<file path="src/rtl/abd_pkg.sv">
package abd_pkg;

    typedef enum logic [1:0] {
        ABD_IDLE = 2'd0,
        ABD_ARM  = 2'd1,
        ABD_MEAS = 2'd2
    } abd_state_e;

    typedef struct packed {
        logic fall;
        logic rise;
    } abd_edge_t;

endpackage

</file>
<file path="src/rtl/abd_rx_edge.sv">
module abd_rx_edge
    import abd_pkg::*;
#(
    parameter int SYNC_STAGES = 2
) (
    input  logic      clk,
    input  logic      rst_n,
    input  logic      rx_i,
    output abd_edge_t edge_o
);
    localparam int CHAIN_W = SYNC_STAGES + 1;

    typedef struct packed {
        logic [CHAIN_W-1:0] sh;
    } sync_t;

    sync_t r_d, r_q;
    logic  rx_now, rx_prev;

    always_comb begin
        r_d    = r_q;
        r_d.sh = {r_q.sh[CHAIN_W-2:0], rx_i};
    end

    always_ff @(posedge clk or negedge rst_n) begin
        if (!rst_n) r_q <= '{sh: '1};
        else        r_q <= r_d;
    end

    assign rx_now      = r_q.sh[SYNC_STAGES-1];
    assign rx_prev     = r_q.sh[SYNC_STAGES];
    assign edge_o.fall = rx_prev & ~rx_now;
    assign edge_o.rise = ~rx_prev & rx_now;

endmodule

</file>
<file path="src/rtl/abd_meas_core.sv">
module abd_meas_core
    import abd_pkg::*;
#(
    parameter int CNT_W = 16,
    parameter int PRE_W = 4
) (
    input  logic             clk,
    input  logic             rst_n,
    input  abd_edge_t        edge_i,
    input  logic             start_set_i,
    input  logic             start_clr_i,
    input  logic             mode_i,
    input  logic             restart_en_i,
    output logic             busy_o,
    output logic [CNT_W-1:0] div_o,
    output logic             done_evt_o,
    output logic             to_evt_o
);
    typedef struct packed {
        abd_state_e       st;
        logic [PRE_W-1:0] pre;
        logic [CNT_W-1:0] cnt;
        logic [CNT_W-1:0] div;
    } core_t;

    core_t            r_d, r_q;
    logic             end_edge, pre_wrap, cnt_full;
    logic [CNT_W-1:0] result;

    always_comb begin
        r_d        = r_q;
        done_evt_o = 1'b0;
        to_evt_o   = 1'b0;
        end_edge   = mode_i ? edge_i.rise : edge_i.fall;
        pre_wrap   = &r_q.pre;
        cnt_full   = &r_q.cnt;
        result     = mode_i ? r_q.cnt : (r_q.cnt >> 1);

        if (start_clr_i) begin
            r_d.st = ABD_IDLE;
        end else if (start_set_i) begin
            r_d.st  = ABD_ARM;
            r_d.pre = '0;
            r_d.cnt = '0;
        end else begin
            case (r_q.st)
                ABD_ARM: begin
                    if (edge_i.fall) begin
                        r_d.st  = ABD_MEAS;
                        r_d.pre = PRE_W'(1);
                        r_d.cnt = '0;
                    end
                end
                ABD_MEAS: begin
                    if (end_edge) begin
                        done_evt_o = 1'b1;
                        r_d.st     = ABD_IDLE;
                        r_d.div    = (result == '0) ? CNT_W'(1) : result;
                    end else begin
                        r_d.pre = r_q.pre + PRE_W'(1);
                        if (pre_wrap) begin
                            r_d.cnt = r_q.cnt + CNT_W'(1);
                            if (cnt_full) begin
                                to_evt_o = 1'b1;
                                r_d.st   = restart_en_i ? ABD_ARM : ABD_IDLE;
                            end
                        end
                    end
                end
                default: r_d.st = ABD_IDLE;
            endcase
        end
    end

    always_ff @(posedge clk or negedge rst_n) begin
        if (!rst_n) r_q <= '{st: ABD_IDLE, pre: '0, cnt: '0, div: CNT_W'(1)};
        else        r_q <= r_d;
    end

    assign busy_o = (r_q.st != ABD_IDLE);
    assign div_o  = r_q.div;

    assert_start_arms_R1: assert property (@(posedge clk) disable iff (!rst_n)
        (start_set_i && !start_clr_i) |=> (r_q.st == ABD_ARM));
    assert_clear_aborts_R2: assert property (@(posedge clk) disable iff (!rst_n)
        start_clr_i |=> !busy_o);
    assert_div_nonzero_R5: assert property (@(posedge clk) disable iff (!rst_n)
        div_o != '0);
    assert_div_holds_R6: assert property (@(posedge clk) disable iff (!rst_n)
        !done_evt_o |=> $stable(div_o));
    assert_events_exclusive_R8: assert property (@(posedge clk) disable iff (!rst_n)
        $onehot0({done_evt_o, to_evt_o}));

endmodule

</file>
<file path="src/rtl/abd_irq.sv">
module abd_irq (
    input  logic clk,
    input  logic rst_n,
    input  logic to_evt_i,
    input  logic done_evt_i,
    input  logic to_ien_i,
    input  logic end_ien_i,
    input  logic to_clr_i,
    input  logic end_clr_i,
    output logic to_irq_o,
    output logic end_irq_o
);
    typedef struct packed {
        logic to_flag;
        logic end_flag;
    } irq_t;

    irq_t r_d, r_q;

    always_comb begin
        r_d          = r_q;
        r_d.to_flag  = (r_q.to_flag & ~to_clr_i) | (to_evt_i & to_ien_i);
        r_d.end_flag = (r_q.end_flag & ~end_clr_i) | (done_evt_i & end_ien_i);
    end

    always_ff @(posedge clk or negedge rst_n) begin
        if (!rst_n) r_q <= '0;
        else        r_q <= r_d;
    end

    assign to_irq_o  = r_q.to_flag;
    assign end_irq_o = r_q.end_flag;

    assert_to_gated_R9: assert property (@(posedge clk) disable iff (!rst_n)
        (!to_irq_o && !to_ien_i) |=> !to_irq_o);
    assert_to_sets_R9: assert property (@(posedge clk) disable iff (!rst_n)
        (to_evt_i && to_ien_i) |=> to_irq_o);
    assert_end_gated_R10: assert property (@(posedge clk) disable iff (!rst_n)
        (!end_irq_o && !end_ien_i) |=> !end_irq_o);
    assert_end_sets_R10: assert property (@(posedge clk) disable iff (!rst_n)
        (done_evt_i && end_ien_i) |=> end_irq_o);

endmodule

</file>
<file path="src/rtl/uart_baud_detect.sv">
module uart_baud_detect
    import abd_pkg::*;
#(
    parameter int CNT_W       = 16,
    parameter int OVERSAMPLE  = 16,
    parameter int SYNC_STAGES = 2
) (
    input  logic             clk,
    input  logic             rst_n,
    input  logic             rx_i,
    input  logic             start_set_i,
    input  logic             start_clr_i,
    input  logic             mode_i,
    input  logic             restart_en_i,
    input  logic             to_ien_i,
    input  logic             end_ien_i,
    input  logic             to_clr_i,
    input  logic             end_clr_i,
    output logic [CNT_W-1:0] divisor_o,
    output logic             busy_o,
    output logic             rate_override_o,
    output logic             to_irq_o,
    output logic             end_irq_o
);
    localparam int PRE_W = $clog2(OVERSAMPLE);

    abd_edge_t rx_edge;
    logic      done_evt, to_evt;

    abd_rx_edge #(.SYNC_STAGES(SYNC_STAGES)) u_edge (
        .clk    (clk),
        .rst_n  (rst_n),
        .rx_i   (rx_i),
        .edge_o (rx_edge)
    );

    abd_meas_core #(.CNT_W(CNT_W), .PRE_W(PRE_W)) u_core (
        .clk          (clk),
        .rst_n        (rst_n),
        .edge_i       (rx_edge),
        .start_set_i  (start_set_i),
        .start_clr_i  (start_clr_i),
        .mode_i       (mode_i),
        .restart_en_i (restart_en_i),
        .busy_o       (busy_o),
        .div_o        (divisor_o),
        .done_evt_o   (done_evt),
        .to_evt_o     (to_evt)
    );

    abd_irq u_irq (
        .clk        (clk),
        .rst_n      (rst_n),
        .to_evt_i   (to_evt),
        .done_evt_i (done_evt),
        .to_ien_i   (to_ien_i),
        .end_ien_i  (end_ien_i),
        .to_clr_i   (to_clr_i),
        .end_clr_i  (end_clr_i),
        .to_irq_o   (to_irq_o),
        .end_irq_o  (end_irq_o)
    );

    assign rate_override_o = busy_o;

    assert_no_end_while_idle_R1: assert property (@(posedge clk) disable iff (!rst_n)
        (!busy_o && !start_set_i) |=> !busy_o);

endmodule

</file>
<file path="config.mk">
export PLATFORM = sky130hd
export DESIGN_NAME = uart_baud_detect
export DESIGN_NICKNAME = d
export VERILOG_FILES = /design/src/rtl/abd_pkg.sv /design/src/rtl/abd_rx_edge.sv /design/src/rtl/abd_meas_core.sv /design/src/rtl/abd_irq.sv /design/src/rtl/uart_baud_detect.sv
export SDC_FILE = /design/constraint.sdc
export NUM_CORES = 1
export LEC_CHECK = 0
export ABC_AREA = 1
export BUFFER_PORTS_ARGS = -buffer_cell sky130_fd_sc_hd__buf_2
export CORE_AREA = 2 2 84 86
export DETAILED_ROUTE_END_ITERATION = 12
export DIE_AREA = 0 0 86 88
export SLEW_MARGIN = 20
export SYNTH_ARGS = -nofsm -noshare
export SYNTH_HDL_FRONTEND = slang
export SYNTH_SLANG_ARGS = --single-unit
export TNS_END_PERCENT = 30
</file>
<file path="constraint.sdc">
create_clock -name clk -period 2.27 [get_ports clk]
set_clock_uncertainty 0.1 [all_clocks]
set_input_delay 0.3405 -clock clk [delete_from_list [all_inputs] [get_ports clk]]
set_output_delay 0.3405 -clock clk [all_outputs]
set_load 0.01 [all_outputs]
</file>
Word level (Yosys, flattened, before mapping) --
Cells that the tools add are included. Widths: inputs -> output; s select.
Word-level totals: flip-flop bits (word level) 43, bits of input ports 11, output and inout port bits 20, word-level logic and storage cells 64
Operators by class: add/sub/neg operators 2, equality and inequality tests 8, mux-type cells 24, bitwise operators 14, reduce and logical (&&, ||, !) cells 9
Operators by type and width (number):
- $mux 16 | 3
- $mux 22 | 2
- $pmux 20 s2 | 1
- $mux 20 | 1
- $add 16x1->16 const B | 1
- $logic_not 16->1 | 1
- $reduce_and 16->1 | 1
- $mux 1 | 12
- $reduce_and 4->1 | 3
- $ne 5x3->1 const B | 2
- $mux 2 | 4
- $and 1x1->1 | 6
- $ne 3x2->1 const B | 2
- $not 1->1 | 6
- $reduce_and 5->1 | 1
- $add 4x1->4 const B | 1
- $ne 4x3->1 const B | 1
- $pmux 2 s2 | 1
- $ne 3x3->1 const B | 1
- $reduce_and 3->1 | 1
- $reduce_bool 3->1 | 1
- $eq 2x1->1 const B | 1
- $eq 2x2->1 const B | 1
- $or 1x1->1 | 2
- $reduce_bool 2->1 | 1

Longest topological paths before layout --
Gate-level depths: netlist (run 1).
depth in word-level cells 9, mapped depth 10, depth with buffers taken out 9

Modules after synthesis --
From an unflattened synthesis (run 1), not the netlist that was laid out.
Unflattened totals: cell total of the unflattened synthesis 358, area, all modules 2522.4 µm²
Modules (own cells, without submodules):
- abd_meas_core | instances 1, cells each 340, area an instance 2341.0 µm², seq. area each 952.2 µm²
- abd_rx_edge | instances 1, cells each 7, area an instance 93.8 µm², seq. area each 78.8 µm²
- abd_irq | instances 1, cells each 10, area an instance 80.1 µm², seq. area each 50.0 µm²
- uart_baud_detect | instances 1, cells each 1, area an instance 7.5 µm², seq. area each 0.0 µm²

Least setup slack after synthesis (run 1) --
Ideal clock, no wire load.
path kind register to register, start register u_edge.r_q[2] (netlist name), end register u_core.r_q (netlist bit u_core.div_o[14]), library setup time 125 ps, arrival time 1352 ps, required time 2045 ps, slack 693 ps, stages on the path, launching flop included 11, buffers on the path 1, clock period less this slack 1577 ps, path through dfstp_2 > inv_1 > nor2_1 > nand2_1 > nand2_1 > nand2_4 > inv_2 > nand2_2 > buf_2 > nand2_1 > o31ai_1
Between the ends: longest elaborated chain between the ends 4, elaborated cells on any way between the ends 5, classes of those cells mux (1); bitwise (3); reduce/logical (1)
RTL lines:
- from (decl) | line abd_rx_edge.sv:17 | sync_t r_d, r_q;
- from (signal assigned) | line abd_rx_edge.sv:26 | if (!rst_n) r_q <= '{sh: '1};
- from (signal assigned) | line abd_rx_edge.sv:27 | else r_q <= r_d;
- $not 1->1 | line abd_rx_edge.sv:33 | assign edge_o.rise = ~rx_prev & rx_now;
- $and 1x1->1 | line abd_rx_edge.sv:33
- $mux 1 (*) | line abd_meas_core.sv:34 | end_edge = mode_i ? edge_i.rise : edge_i.fall;
- $reduce_and 4->1 (no source line) (*)
- to (signal assigned) | line abd_meas_core.sv:76 | if (!rst_n) r_q <= '{st: ABD_IDLE, pre: '0, cnt: '0, div: CNT_W'(1)};
- to (signal assigned) | line abd_meas_core.sv:77 | else r_q <= r_d;
- to (decl) | line abd_meas_core.sv:26 | core_t r_d, r_q;
Every way passes the cells marked *; elsewhere a longest branch is shown, timed or not. A chain may end at the register's enable or synchronous reset.

Worst setup path in the final report (run 1) --
start register u_edge.r_q[2] (netlist name), end register u_core.r_q[27] (netlist name)
Between the ends: longest elaborated chain between the ends 5, elaborated cells on any way between the ends 7, classes of those cells eq/ne (2); mux (1); bitwise (3); reduce/logical (1)
RTL lines (line):
- $not 1->1 | abd_rx_edge.sv:33
- $and 1x1->1 | abd_rx_edge.sv:33
- $mux 1 | abd_meas_core.sv:34
- $ne 3x3->1 (no source line)
- $reduce_and 5->1 (no source line) (*)
Marks and branches as above.

==> run summary, run 1 <==
Post-CTS Setup Bufs = 0
Chip height = 88 um
Mapped Nets = 375
I/O pin total = 31
Metal1 wirelength = 2930 um
Area Growth Syn to Fin = 6.50%
First DRT Iteration DRCs = 111
CTS max path bufs = 2
Worst-Skew Late Latency = 0.30 ns
Outcome = complete, no violations
H-tree depth = 2
Max-cap viol count = 0
Post-place setup slack = 0.345 ns
Arr. time, crit path = 2.03 ns
Die width = 86 um
Gr ovfl total = 0
Leak pwr = 0.00139 uW
Die Footprint = 7570 um^2
Post-Layout Cell Count = 457
Synth Warn # = 0
Via density = 4.91
Layout cells sized above 1 = 0.149
PostCTS Resize Cnt = 0
Slew margin rel. = 0.602
Post-synthesis cell count = 362
Filler Cells Inserted = 726
Routed len/inst = 12.9 um
Cell Area, Synth = 2620 um^2
#FFs+latches synth = 43
Setup TNS = 0 ns
Pwr Density = 510 nW/um^2
Clock slew at reported path FFs = 0.09 ns
Nets@finish = 389
Largest net degree at the start of global routing = 44
CTS tree = built
PortBufs = 30
First-pass DRT Iterations = 4
GRT Overall Usage = 0.174
Post-route cell area = 2790 um^2
Crit path max fanout = 14
Tcrit/Tclk final = 0.860
Pins Over Slew Limit = 0
Crit end category = register
Sink Count = 43
Worst setup SP type = register
# setup viols final = 0
Setup ws final = 0.318 ns
Final hold viol count = 0
Initial antenna violation count = 0
Worst hold path type = input port to asynchronous set/reset pin
Post-DRT Antenna Nets = 0
Max Fclk = 512 MHz
Post-Place Cells = 449
Vias = 2244
Worst path required time = 2.35 ns
Final wirelength = 5890 um
Worst slew pin tran = 0.595 ns
Tmin final = 1.95 ns
Row count = 30
Post-synthesis area per instance = 7.23 um^2
Initial Util = 0.394
Met3 WL = 173 um
Seq/Total Area, Yosys = 0.413
Root Buffer = clkbuf_8
Top sig layer = met4
CTS hold repair buffers = 0
Num CTS Buffers = 5
Drc violations = 0
Max rail drop VDD = 0.222 mV
Global-route wire length before repair = 10400 um
Vias in the first global route = 2111
RSZ-0062 raised after global routing = false
GPL Wtd Cong = 0.863
Final HPWL from detailed placement = 4430 um
Post-synthesis cell type count = 31
R2R Setup Slk = 0.32 ns
DP Area = 2710 um^2
Tot Pwr = 1420 uW
Area of the core = 6640 um^2
Crit Path Class = register to register
Ant diodes = 0
Met2 Wirelength = 2690 um
## cells in the final DEF, fill, tap and decap left out, types with 5 or more instances in the layout
cell type	instances
nor2_1	38
inv_1	38
nand2_1	105
dfrtp_1	39
nand3_1	32
buf_2	30
buf_4	5
clkbuf_8	5
nand4_1	9
o21ai_0	22
o21ai_1	14
a21oi_1	6
## Yosys cell counts
cell	count	area share
a21o_1	1	0.0029
a21oi_1	6	0.011
buf_2	4	0.0077
buf_4	17	0.049
buf_6	3	0.013
clkbuf_1	2	0.0029
clkbuf_2	2	0.0038
dfrtp_1	39	0.37
dfstp_2	4	0.040
ha_1	2	0.0096
inv_1	38	0.055
inv_2	1	0.0014
nand2_1	105	0.15
nand2_2	2	0.0048
nand2_4	1	0.0043
nand3_1	32	0.061
nand3_2	2	0.0077
nand3_4	1	0.0067
nand4_1	9	0.022
nor2_1	38	0.055
nor2_4	3	0.013
nor3_1	3	0.0057
nor3b_1	2	0.0057
o211ai_1	1	0.0029
o21a_1	1	0.0029
o21ai_0	22	0.042
o21ai_1	14	0.027
o22ai_1	1	0.0024
o31ai_1	2	0.0057
or2_2	1	0.0024
xor2_1	3	0.010
## worst paths after layout
| check | endpoint | from | cells past startpoint |
|---|---|---|---|
| setup reg to reg | u_core.r_q[27] | u_edge.r_q[2] | 7 |
| max in group asynchronous | u_core.r_q[19] | rst_n | 2 |
| hold reg to reg | u_edge.r_q[1] | u_edge.r_q[0] | 0 |
| setup / recovery | u_core.r_q[27] | u_edge.r_q[2] | 7 |
| min in group clk | u_edge.r_q[0] | rx_i | 1 |
| hold / removal | u_core.r_q[33] | rst_n | 2 |
## metrics by stage
step           hold WS [ns]   util
2_1_floorplan       -0.0551      -
3_3_place_gp          0.246  0.407
3_5_place_dp          0.247  0.407
4_1_cts              0.0290  0.419
5_1_grt              0.0221  0.419
6_report            0.00367  0.419
## cell families (layout without fill, tap and decap cells)
kind of cell,count (synthesis),after routing,share of synthesized area
flip-flops,43,43,0.413
buffers and inverters,67,82,0.132
XOR/XNOR,3,3,0.0100
adder cells (fa/ha/maj),2,2,0.00956
AO/OA/AOI/OAI,48,48,0.0971
AND/OR/NAND/NOR,199,199,0.338
## state kept, by name (all words and copies together), names as in the netlist
name,cells
u_core.div_o,16
u_core.r_q,22
u_irq.end_irq_o,1
u_edge.r_q,3
u_irq.to_irq_o,1
## where the power goes
part	internal (uW)	switching, uW
clock	216	262
combinational	46.2	99.4
sequential	788	10.2
total	1050	372
## worst max-delay path, stage by stage, from the launching register on
cell	delay (ns)
dfstp_2	0.52
inv_1	0.05
nor2_1	0.17
nand2_1	0.09
nand3_2	0.11
nand4_1	0.49
nand2_1	0.23
nand2_1	0.07
## area by class of cell
class | count | area (um^2) | area share
multi-input cells | 252 | 1190 | 0.427
flip-flops and latches | 43 | 1080 | 0.388
repair buffers | 35 | 188 | 0.0674
inverters | 39 | 146 | 0.0525
well taps | 80 | 100 | 0.0359
clock buffers | 7 | 76.3 | 0.0274
clock inverters | 1 | 5.00 | 0.00180
## metal layers
metal | GRT usage | vias up
li1 | - | 1171
met1 | 0.243 | 1028
met2 | 0.278 | 37
met3 | 0.0254 | 8
met4 | 0.0592 | 0
met5 | 0 | -
Power figures use the tool's default switching activity.
==> inputs of run 2 (changes only) <==
Settings changed: HOLD_SLACK_MARGIN set to 0.15.
Clock period 2.27 ns to 2.35 ns, I/O delays scaled along.
==> run 2 against run 1 <==
Against the previous run: count of clock-buffer cells in the layout is the same; critical path depth grew 1; utilization grew 1.1 points; largest cell class unchanged; highest routed layer unchanged.
==> run summary, run 2 (same netlist as run 1, synthesis figures left out) <==
Finished Core Util = 0.430
RSZ-0062 raised after global routing = false
Crit end category = register
Crit path max fanout = 17
Area Growth Syn to Fin = 9.28%
Via density = 4.89
Global-route wire length before repair = 10100 um
Clock power share = 0.384
Final wirelength = 5970 um
Row count = 30
Arr. time, crit path = 1.91 ns
CTS max path bufs = 2
Pins Over Slew Limit = 0
Worst slew pin tran = 0.416 ns
Die width = 86 um
Slowest stage delay, CP = 0.52 ns
CTS hold repair buffers = 4
Worst-Skew Late Latency = 0.30 ns
Final hold viol count = 0
Num CTS Buffers = 5
CTS tree = built
Post-DRT Antenna Nets = 0
Slew margin rel. = 0.722
Pwr Density = 521 nW/um^2
First-pass DRT Iterations = 4
# setup viols final = 0
Sink Count = 43
Routed len/inst = 12.9 um
Largest net degree at the start of global routing = 30
Area of the core = 6640 um^2
Clock slew at reported path FFs = 0.08 ns
Comb pwr share = 0.098
Most common cell after layout, fill and taps aside = nand2_1
Psw = 359 uW
GR met2 Demand/Resource = 0.278
Outcome = complete, no violations
Met1 usage = 0.230
Post-CTS Setup Bufs = 0
Worst setup SP type = register
Worst path required time = 2.47 ns
Sw frac = 0.241
Drc violations = 0
Register with the most flip-flops = u_core.r_q
Worst hold slack = 0.171 ns
Busiest grt layer = met2
Crit-path cells = inv_1, nor2_1, nand2_1, nand3_2, nand3_4, nor2_4, nand3_1, o21ai_1
H-tree depth = 2
Largest register FFs = 22
Leak pwr = 0.00142 uW
Worst hold path type = input port to register
I/O pin total = 31
Initial Util = 0.394
Gr ovfl total = 0
Most frequent cells in the layout = nand2_1, dfrtp_1, inv_1, nor2_1, nand3_1
Internal power = 1130 uW
Die Footprint = 7570 um^2
Max-cap viol count = 0
Met3 Use GR = 0.0339
PostCTS Resize Cnt = 0
GRT Overall Usage = 0.171
Vias = 2260
Crit Path Class = register to register
Max rail drop VDD = 0.191 mV
Vias in the first global route = 2097
Filler Cells Inserted = 694
Layout cells sized above 1 = 0.149
PortBufs = 30
GPL Wtd Cong = 0.843
Max Fclk = 561 MHz
Setup TNS = 0 ns
Chip height = 88 um
Tcrit/Tclk final = 0.759
Crit-path slowest cell = dfstp_2
Initial antenna violation count = 0
First DRT Iteration DRCs = 128
Final HPWL from detailed placement = 4600 um
Tmin final = 1.78 ns
Ant diodes = 0
Root Buffer = clkbuf_8
Sequential Power Share = 0.518
Nets@finish = 394
## run 2: cell types whose count changed in the layout (fill, tap and decap cells not counted), sizes merged
| cell | delta |
|---|---|
| clkinv | -1 |
| dlygate4sd3 | +4 |
| buf | +1 |
| bufinv | +1 |
## run 2: cell type report
type / instances / area [um^2] / area share
tap: 80 / 100 / 0.0350
multi-input combinational: 252 / 1190 / 0.416
clock inverter: 1 / 30.0 / 0.0105
inverter: 39 / 146 / 0.0512
timing repair buffer: 40 / 235 / 0.0823
clock buffer: 7 / 76.3 / 0.0267
sequential: 43 / 1080 / 0.378
## run 2: final timing paths
check | startpoint | endpoint | slack (ns) | cells after the start
min in group asynchronous | rst_n | u_core.r_q[34] | 0.37 | 2
hold reg to reg | u_edge.r_q[0] | u_edge.r_q[1] | 0.26 | 0
max in group asynchronous | rst_n | u_edge.r_q[2] | 1.19 | 3
setup reg to reg | u_edge.r_q[2] | u_core.r_q[22] | 0.57 | 8
hold / removal | end_ien_i | u_irq.end_irq_o | 0.17 | 3
setup / recovery | u_edge.r_q[2] | u_core.r_q[22] | 0.57 | 8
## run 2: worst max-delay path, delay by kind of cell, from the launching register on
kind	cells	cell delay, ns
AND/OR/NAND/NOR	6	0.93
flip-flops	1	0.52
AO/OA/AOI/OAI	1	0.09
buffers and inverters	1	0.06
## run 2: power by group through the flow
stage | Clock [uW] | Sequential [uW] | Combinational [uW]
4_1_cts | 597 | 772 | 149
5_1_grt | 633 | 774 | 167
2_1_floorplan | 0 | 783 | 103
6_report | 571 | 771 | 146
3_3_place_gp | 0 | 785 | 142
3_5_place_dp | 0 | 786 | 144
## run 2: metal layers
metal | vias up | share of wire | wire length (um)
met2 | 39 | 0.47 | 2780
met1 | 1032 | 0.48 | 2840
met3 | 7 | 0.041 | 246
met4 | 0 | 0.017 | 99
li1 | 1182 | - | -
met5 | - | 0 | 0
## run 2: metrics by stage
step	setup slack, ns	cells	cell area (um^2)	total power (uW)
3_3_place_gp	0.406	450	2710	927
3_5_place_dp	0.348	450	2710	930
2_1_floorplan	0.773	362	2620	887
5_1_grt	0.343	462	2860	1570
6_report	0.566	462	2860	1490
4_1_cts	0.556	462	2860	1520
